--- config.mk ---
export PLATFORM = sky130hd
export DESIGN_NAME = alu4_core
export DESIGN_NICKNAME = d
export VERILOG_FILES = /design/src/rtl/alu4_pkg.sv /design/src/rtl/alu4_arith.sv /design/src/rtl/alu4_logic.sv /design/src/rtl/alu4_core.sv
export SDC_FILE = /design/constraint.sdc
export NUM_CORES = 1
export LEC_CHECK = 0
export ABC_AREA = 1
export BUFFER_PORTS_ARGS = -buffer_cell sky130_fd_sc_hd__buf_2
export CAP_MARGIN = 20
export CORE_ASPECT_RATIO = 0.75
export CORE_MARGIN = 8
export CORE_UTILIZATION = 54
export DETAILED_ROUTE_END_ITERATION = 10
export GPL_TIMING_DRIVEN = 0
export PLACE_DENSITY = 0.8
export SYNTH_ARGS = -nofsm -noshare
export SYNTH_HDL_FRONTEND = slang
export SYNTH_SLANG_ARGS = --single-unit
--- constraint.sdc ---
create_clock -name clk -period 1.23 [get_ports clk]
set_clock_uncertainty 0.2 [all_clocks]
set_input_delay 0.0615 -clock clk [delete_from_list [all_inputs] [get_ports clk]]
set_output_delay 0.0615 -clock clk [all_outputs]
set_load 0.02 [all_outputs]
--- src/rtl/alu4_pkg.sv ---
package alu4_pkg;
   typedef enum logic [1:0] {
      OP_ADD = 2'b00,
      OP_SUB = 2'b01,
      OP_AND = 2'b10,
      OP_OR  = 2'b11
   } alu_op_e;
endpackage

--- src/rtl/alu4_arith.sv ---
module alu4_arith #(
   parameter int W          = 8,
   parameter bit SHARED_ADD = 1'b1
) (
   input  logic         sub_i,
   input  logic [W-1:0] a_i,
   input  logic [W-1:0] b_i,
   output logic [W-1:0] sum_o,
   output logic         cy_o,
   output logic         ov_o
);
   localparam int WX  = W + 1;
   localparam int MSB = W - 1;

   logic [WX-1:0] wide;

   generate
      if (SHARED_ADD) begin : g_shared
         logic [WX-1:0] b_eff;
         always_comb begin
            b_eff = sub_i ? ~{1'b0, b_i} : {1'b0, b_i};
            wide  = {1'b0, a_i} + b_eff + {{W{1'b0}}, sub_i};
         end
      end else begin : g_split
         logic [WX-1:0] add_w, sub_w;
         always_comb begin
            add_w = {1'b0, a_i} + {1'b0, b_i};
            sub_w = {1'b0, a_i} - {1'b0, b_i};
            wide  = sub_i ? sub_w : add_w;
         end
      end
   endgenerate

   always_comb begin
      sum_o = wide[W-1:0];
      cy_o  = wide[W];
      if (sub_i)
         ov_o = (a_i[MSB] != b_i[MSB]) && (wide[MSB] != a_i[MSB]);
      else
         ov_o = (a_i[MSB] == b_i[MSB]) && (wide[MSB] != a_i[MSB]);
   end
endmodule

--- src/rtl/alu4_logic.sv ---
module alu4_logic #(
   parameter int W = 8
) (
   input  logic         or_sel_i,
   input  logic [W-1:0] a_i,
   input  logic [W-1:0] b_i,
   output logic [W-1:0] res_o
);
   for (genvar g = 0; g < W; g++) begin : g_bit
      assign res_o[g] = or_sel_i ? (a_i[g] | b_i[g]) : (a_i[g] & b_i[g]);
   end
endmodule

--- src/rtl/alu4_core.sv ---
module alu4_core
   import alu4_pkg::*;
#(
   parameter int W          = 8,
   parameter bit SHARED_ADD = 1'b1,
   parameter bit OUT_REG    = 1'b1
) (
   input  logic         clk,
   input  logic         rst_n,
   input  logic [1:0]   op_i,
   input  logic [W-1:0] a_i,
   input  logic [W-1:0] b_i,
   output logic [W-1:0] res_o,
   output logic         cy_o,
   output logic         ov_o
);
   localparam int MSB = W - 1;

   if (W < 2) begin : g_bad_width
      $error("alu4_core: W must be at least 2");
   end

   alu_op_e       op;
   logic [W-1:0]  ar_sum, lg_res, res_c;
   logic          ar_cy, ar_ov, cy_c, ov_c;

   assign op = alu_op_e'(op_i);

   alu4_arith #(.W(W), .SHARED_ADD(SHARED_ADD)) u_arith (
      .sub_i (op == OP_SUB),
      .a_i   (a_i),
      .b_i   (b_i),
      .sum_o (ar_sum),
      .cy_o  (ar_cy),
      .ov_o  (ar_ov)
   );

   alu4_logic #(.W(W)) u_logic (
      .or_sel_i (op == OP_OR),
      .a_i      (a_i),
      .b_i      (b_i),
      .res_o    (lg_res)
   );

   always_comb begin
      if (op_i[1]) begin
         res_c = lg_res;
         cy_c  = 1'b0;
         ov_c  = 1'b0;
      end else begin
         res_c = ar_sum;
         cy_c  = ar_cy;
         ov_c  = ar_ov;
      end
   end

   if (OUT_REG) begin : g_reg
      always_ff @(posedge clk or negedge rst_n) begin
         if (!rst_n) begin
            res_o <= '0;
            cy_o  <= 1'b0;
            ov_o  <= 1'b0;
         end else begin
            res_o <= res_c;
            cy_o  <= cy_c;
            ov_o  <= ov_c;
         end
      end

      // outputs carry the previous cycle's combinational result
      a_r8_reg_stage: assert property (@(posedge clk) disable iff (!rst_n)
         $past(rst_n) |-> (res_o == $past(res_c)) && (cy_o == $past(cy_c)) && (ov_o == $past(ov_c)));
   end else begin : g_comb
      always_comb begin
         res_o = res_c;
         cy_o  = cy_c;
         ov_o  = ov_c;
      end
   end

   // add matches the widened sum
   a_r1_add_sum: assert property (@(posedge clk) disable iff (!rst_n)
      (op_i == 2'b00) |-> ({cy_c, res_c} == ({1'b0, a_i} + {1'b0, b_i})));
   // borrow reflects the unsigned comparison
   a_r2_borrow: assert property (@(posedge clk) disable iff (!rst_n)
      (op_i == 2'b01) |-> (cy_c == (a_i < b_i)));
   // AND result never sets a bit absent from either operand
   a_r3_and_subset: assert property (@(posedge clk) disable iff (!rst_n)
      (op_i == 2'b10) |-> (((res_c & ~a_i) | (res_c & ~b_i)) == '0));
   // OR result covers both operands
   a_r4_or_cover: assert property (@(posedge clk) disable iff (!rst_n)
      (op_i == 2'b11) |-> (((a_i | b_i) & ~res_c) == '0));
   // logic operations keep both flags low
   a_r5_logic_flags: assert property (@(posedge clk) disable iff (!rst_n)
      op_i[1] |-> (!cy_c && !ov_c));
   // an add of operands with differing signs cannot overflow
   a_r6_add_no_ovf: assert property (@(posedge clk) disable iff (!rst_n)
      ((op_i == 2'b00) && (a_i[MSB] != b_i[MSB])) |-> !ov_c);
   // a subtract of operands with equal signs cannot overflow
   a_r7_sub_no_ovf: assert property (@(posedge clk) disable iff (!rst_n)
      ((op_i == 2'b01) && (a_i[MSB] == b_i[MSB])) |-> !ov_c);
endmodule

==> impl_results.md, run 1 <==
- Run status: did not finish
- Failed at: global routing (5_1_grt)
- First Err: [ERROR DPL-0038] Utilization greater than 100%, impossible to legalize
- Synth top area share: around a quarter
- Sink Count: 10
- Fraction of the mapped netlist area in compound gates: 17.31%
- Worst_ep grt: ov_o$_DFF_PN0_/D
- EDFF count, synth: 0
- Mapped Area: ~970 um2
- Seq/Total Area, Yosys: 25.84%
- Port Buffers: 29
- Most used DFF post-synth: dfrtp_1
- Cell variety after synth: 29
- Die extent in x: around 65 um
- Area leader, netlist: dfrtp_1
- CTS Buffer Depth: 2
- Inserted Clock Buffers: 3
- Synth warn: 0
- H-tree levels: 1
- Ports: 30
- Top cells by area, synth: dfrtp_1, ha_1, nand2_1
- Synth Area in Simple Gates: 23.00%
- Mapped Cells: about 120
- DP HPWL: 1912 um
- Post-synthesis mux area share: 0%
- Die Y: 52.68 um
- Kind of the worst endpoint: register input
- Adder-Cell Fraction of Synth Area: 17.57%
- Register bit total from synthesis: 10
- Ys async rst share: 100.0%
- Placed Cells: 174
- Largest net degree at the start of global routing: 11
- Gpl congestion: 0.8644
- Post-synth net total: 156
- Xor/xnor cell area share of the yosys netlist: 9.948%
- Row cnt: 13
- Initial Utilization: 56.70%
- Clock root buffer: clkbuf_4
- Avg Synthesized Cell Area: 7.873 um2
- Largest family of logic cells by synthesized area: simple AND/OR/NAND/NOR gates
## synthesized netlist by cell type (2+ instances only)
library cell and instances:
nand2_1 23, inv_1 13, ha_1 12, a21oi_1 10, dfrtp_1 10, xnor2_1 9
o21ai_0 8, nand3_1 7, o22ai_1 4, nand2_4 3, nor2_1 3, nand2_2 2
o211ai_1 2, xor2_1 2
## cells by family after synthesis
logic type | count (synthesis)
adders and majority gates | 13
xor gates and xnor gates | 11
DFF | 10
buffers and inverters | 16
AOI/OAI and AO/OA | 29
and+or+nand+nor | 44
## repair_timing
action	4_1_cts
buffers inserted	7
gates resized for setup	18
gates cloned	1
setup endpoints to repair	9
hold buffers	15
endpoints found under the hold margin	17
pin swaps	12
## through the flow
stage	hold slack (ns)	area [um2]	setup slack, ns	util (%)
detailed placement	-0.2743	1190	-0.8054	69.67
global placement	-0.2842	1190	-0.7717	69.67
floorplan	-0.4341	1017	-0.4333	-
CTS	0.003262	1533	-0.3032	89.74
==> run 2: changes to the inputs <==
--- a/config.mk
+++ b/config.mk
@@ -8,12 +8,11 @@
 export ABC_AREA = 1
 export BUFFER_PORTS_ARGS = -buffer_cell sky130_fd_sc_hd__buf_2
 export CAP_MARGIN = 20
-export CORE_ASPECT_RATIO = 0.75
-export CORE_MARGIN = 8
-export CORE_UTILIZATION = 54
+export CORE_AREA = 8 8 69 71
 export DETAILED_ROUTE_END_ITERATION = 10
+export DIE_AREA = 0 0 77 79
 export GPL_TIMING_DRIVEN = 0
-export PLACE_DENSITY = 0.8
+export PLACE_DENSITY_LB_ADDON = 0.15
 export SYNTH_ARGS = -nofsm -noshare
 export SYNTH_HDL_FRONTEND = slang
 export SYNTH_SLANG_ARGS = --single-unit
==> impl_results.md, run 2 <==
- Run status: finished, violations left
- Failing checks: negative hold slack, negative setup slack
- DP HPWL: 2084 um
- Share of layout cells above drive strength 1: 50.00%
- Die footprint: 6083 um2
- Largest net degree at the start of global routing: 11
- Gpl congestion: 0.7454
- DR pass1 iterations: 4
- Fin crit share: 131.0%
- Core footprint: 3799 um2
- Final Hold Vio Count: 1
- Top cells by area, synth: dfrtp_1, ha_1, nand2_1
- Most used DFF post-synth: dfrtp_1
- Top-count cell post-synth: nand2_1
- Reg clk slew, reported paths: 0.05 ns
- Row cnt: 23
- WP data required: 1.14 ns
- Fin Hold WS: -0.02320 ns
- Die extent in x: 77 um
- Wire length of the first global-routing pass: 4871 um
- DRC viols: 0
- Antenna Cells: 0
- Max Cap Violations: 0
- Sum of buffers and inverters on the critical path: 2
- RSZ-0062 raised after global routing: yes
- Avg Synthesized Cell Area: 7.873 um2
- Vias in the first global route: 1080
- EDFF count, synth: 0
- Post-synth net total: 156
- Initial drt markers: 30
- Final WS setup: -0.3807 ns
- Initial antenna violation count: 0
- Final Setup Violations: 9
- Synth top area share: 25.84%
- GRT Total Usage: approximately a tenth
- Port Buffers: 29
- Area growth syn-to-layout: 75.45%
- Total leakage power: 0.8290 nW
- Drt via density: 4.496
- Commonest non-fill, non-tap cells in the layout: buf_2, nand2_1, inv_1, buf_4, dfrtp_1
- Die Y: 79 um
- Post-DRT Antenna Nets: 0
- Slew HR: 70.05%
- Cell variety after synth: 29
- Initial Utilization: between 20% and 30%
- Ports: 30
- CP max FO: 6
- CP peak stage delay: roughly 0.26 ns
- Slowest-stage cell, CP: ha_4
- Max Clk Rate: 620.8 MHz
- Cells along the critical path: buf_12 > inv_16 > nand2_8 > xnor2_4 > ha_4 > a21o_1 > a21boi_4 > nand2_4 > nand2_1 > nand3_1 > nand2_2 > nor2_2
- Vias: between 1000 and 1500
- Seq/Total Area, Yosys: 25.84%
- Fin crit period: 1.611 ns
- Register bit total from synthesis: 10
- H-tree levels: 1
- Commonest non-fill, non-tap cell in the layout: buf_2
- DRT Wirelength: 2946 um
- Total power density per cell area: about 960 nW/um2
- CP startpoint kind: primary input
- WS Path Type: in2reg
- Inserted Clock Buffers: 3
- Top post-synthesis cells by count: nand2_1, inv_1, ha_1
- DP Worst Slack: -0.8326 ns
- Peak supply drop: between 0.2 and 0.25 mV
- Ys async rst share: 100.0%
- Largest register FFs: 8
- CP Capture Type: flip-flop
- Final Util: 44.73%
- CP delay by family, top: simple AND/OR/NAND/NOR gates
- WP data arrival: 1.53 ns
- Registers with the most flip-flops: res_o: 8 flops, cy_o: 1 flops, ov_o: 1 flops
- Gr ovfl total: 0
- Pins over their slew limit: 0
- Synth warn: 0
- CTS Buffer Depth: 2
- Clock root buffer: clkbuf_8
- CTS tree: built
- Sink Count: 10
- Hold WC Path Type: in2reg
- Fin nets: 209
- Slew of the pin with the lowest slew margin: 0.4493 ns
- Area leader, netlist: dfrtp_1
- Setup TNS: -2.453 ns
- Mapped Cells: approximately 120
- Biggest register: res_o
- Routed wire length per instance: 13.15 um
- Mapped Area: 968.4 um2
## run 2: cell counts after synthesis
No cell type changed its count.
## run 2: logic make-up after synthesis
| group | after synthesis | share of synthesized area, % |
|---|---|---|
| AO/OA/AOI/OAI | 29 | 17.31 |
| XOR/XNOR | 11 | 9.949 |
| adder cells (fa/ha/maj) | 13 | 17.57 |
| buffers and inverters | 16 | 6.330 |
| flip-flops | 10 | 25.84 |
| AND/OR/NAND/NOR | 44 | 23.00 |
## run 2: per-layer routing
| layer | vias up | routed length, um | global-route usage (%) |
|---|---|---|---|
| li1 | 521 | - | - |
| met1 | 459 | 1134 | 10.95 |
| met2 | 22 | 1633 | 17.16 |
| met3 | 5 | 137 | 2.257 |
| met4 | 0 | 40 | 4.340 |
| met5 | - | 0 | 0 |
## run 2: timing repair
item                                    in CTS  in global routing
endpoints found under the setup margin       9                  9
buffers inserted                             8                  4
gates resized for setup                     16                 27
hold endpoints to repair                    13                  0
hold buffers                                 6                  0
pin swaps                                   17                 23
gates cloned                                 1                  0
## run 2: where the power goes
| part | internal [mW] | switching [mW] | leakage (nW) |
|---|---|---|---|
| logic | 0.431 | 0.483 | 0.686 |
| registers | 0.380 | 0.00956 | 0.122 |
| clock network | 0.213 | 0.115 | 0.0216 |
| total | 1.02 | 0.608 | 0.829 |
## run 2: metrics by stage
| step | area [um2] | hold WS, ns | power, mW | cells |
|---|---|---|---|---|
| CTS | 1480 | 0.003861 | 1.446 | 220 |
| finish | 1699 | -0.02320 | 1.633 | 224 |
| global route | 1699 | 0.003519 | 1.746 | 224 |
| floorplan | 1017 | -0.4341 | 0.8276 | 123 |
| detailed placement | 1225 | -0.2732 | 1.012 | 202 |
| global placement | 1225 | -0.2774 | 1.006 | 202 |
## run 2: worst paths after layout
check / start / to / slack [ns] / cells after the start
setup / recovery: op_i[1] / ov_o$_DFF_PN0_ / -0.38 / 12
hold / removal: a_i[1] / res_o[1]$_DFF_PN0_ / -0.02 / 3
max in group asynchronous: rst_n / res_o[7]$_DFF_PN0_ / 0.64 / 2
min in group asynchronous: rst_n / res_o[0]$_DFF_PN0_ / 0.01 / 2
## run 2: final cells by class
cell class | instances | area (um2)
flip-flops and latches | 10 | 250.2
well taps | 50 | 62.56
inverters | 14 | 68.82
fillers | 385 | 2100
plain buffers | 2 | 8.758
multi-input cells | 98 | 950.9
clock buffers | 3 | 41.29
repair buffers | 47 | 316.6
## run 2: tightest hold or removal path, cell delays in order
cell and delay (ns):
buf_2 0.12, a21oi_1 0.06, o21ai_2 0.13
(Power assumes the default switching activity.)
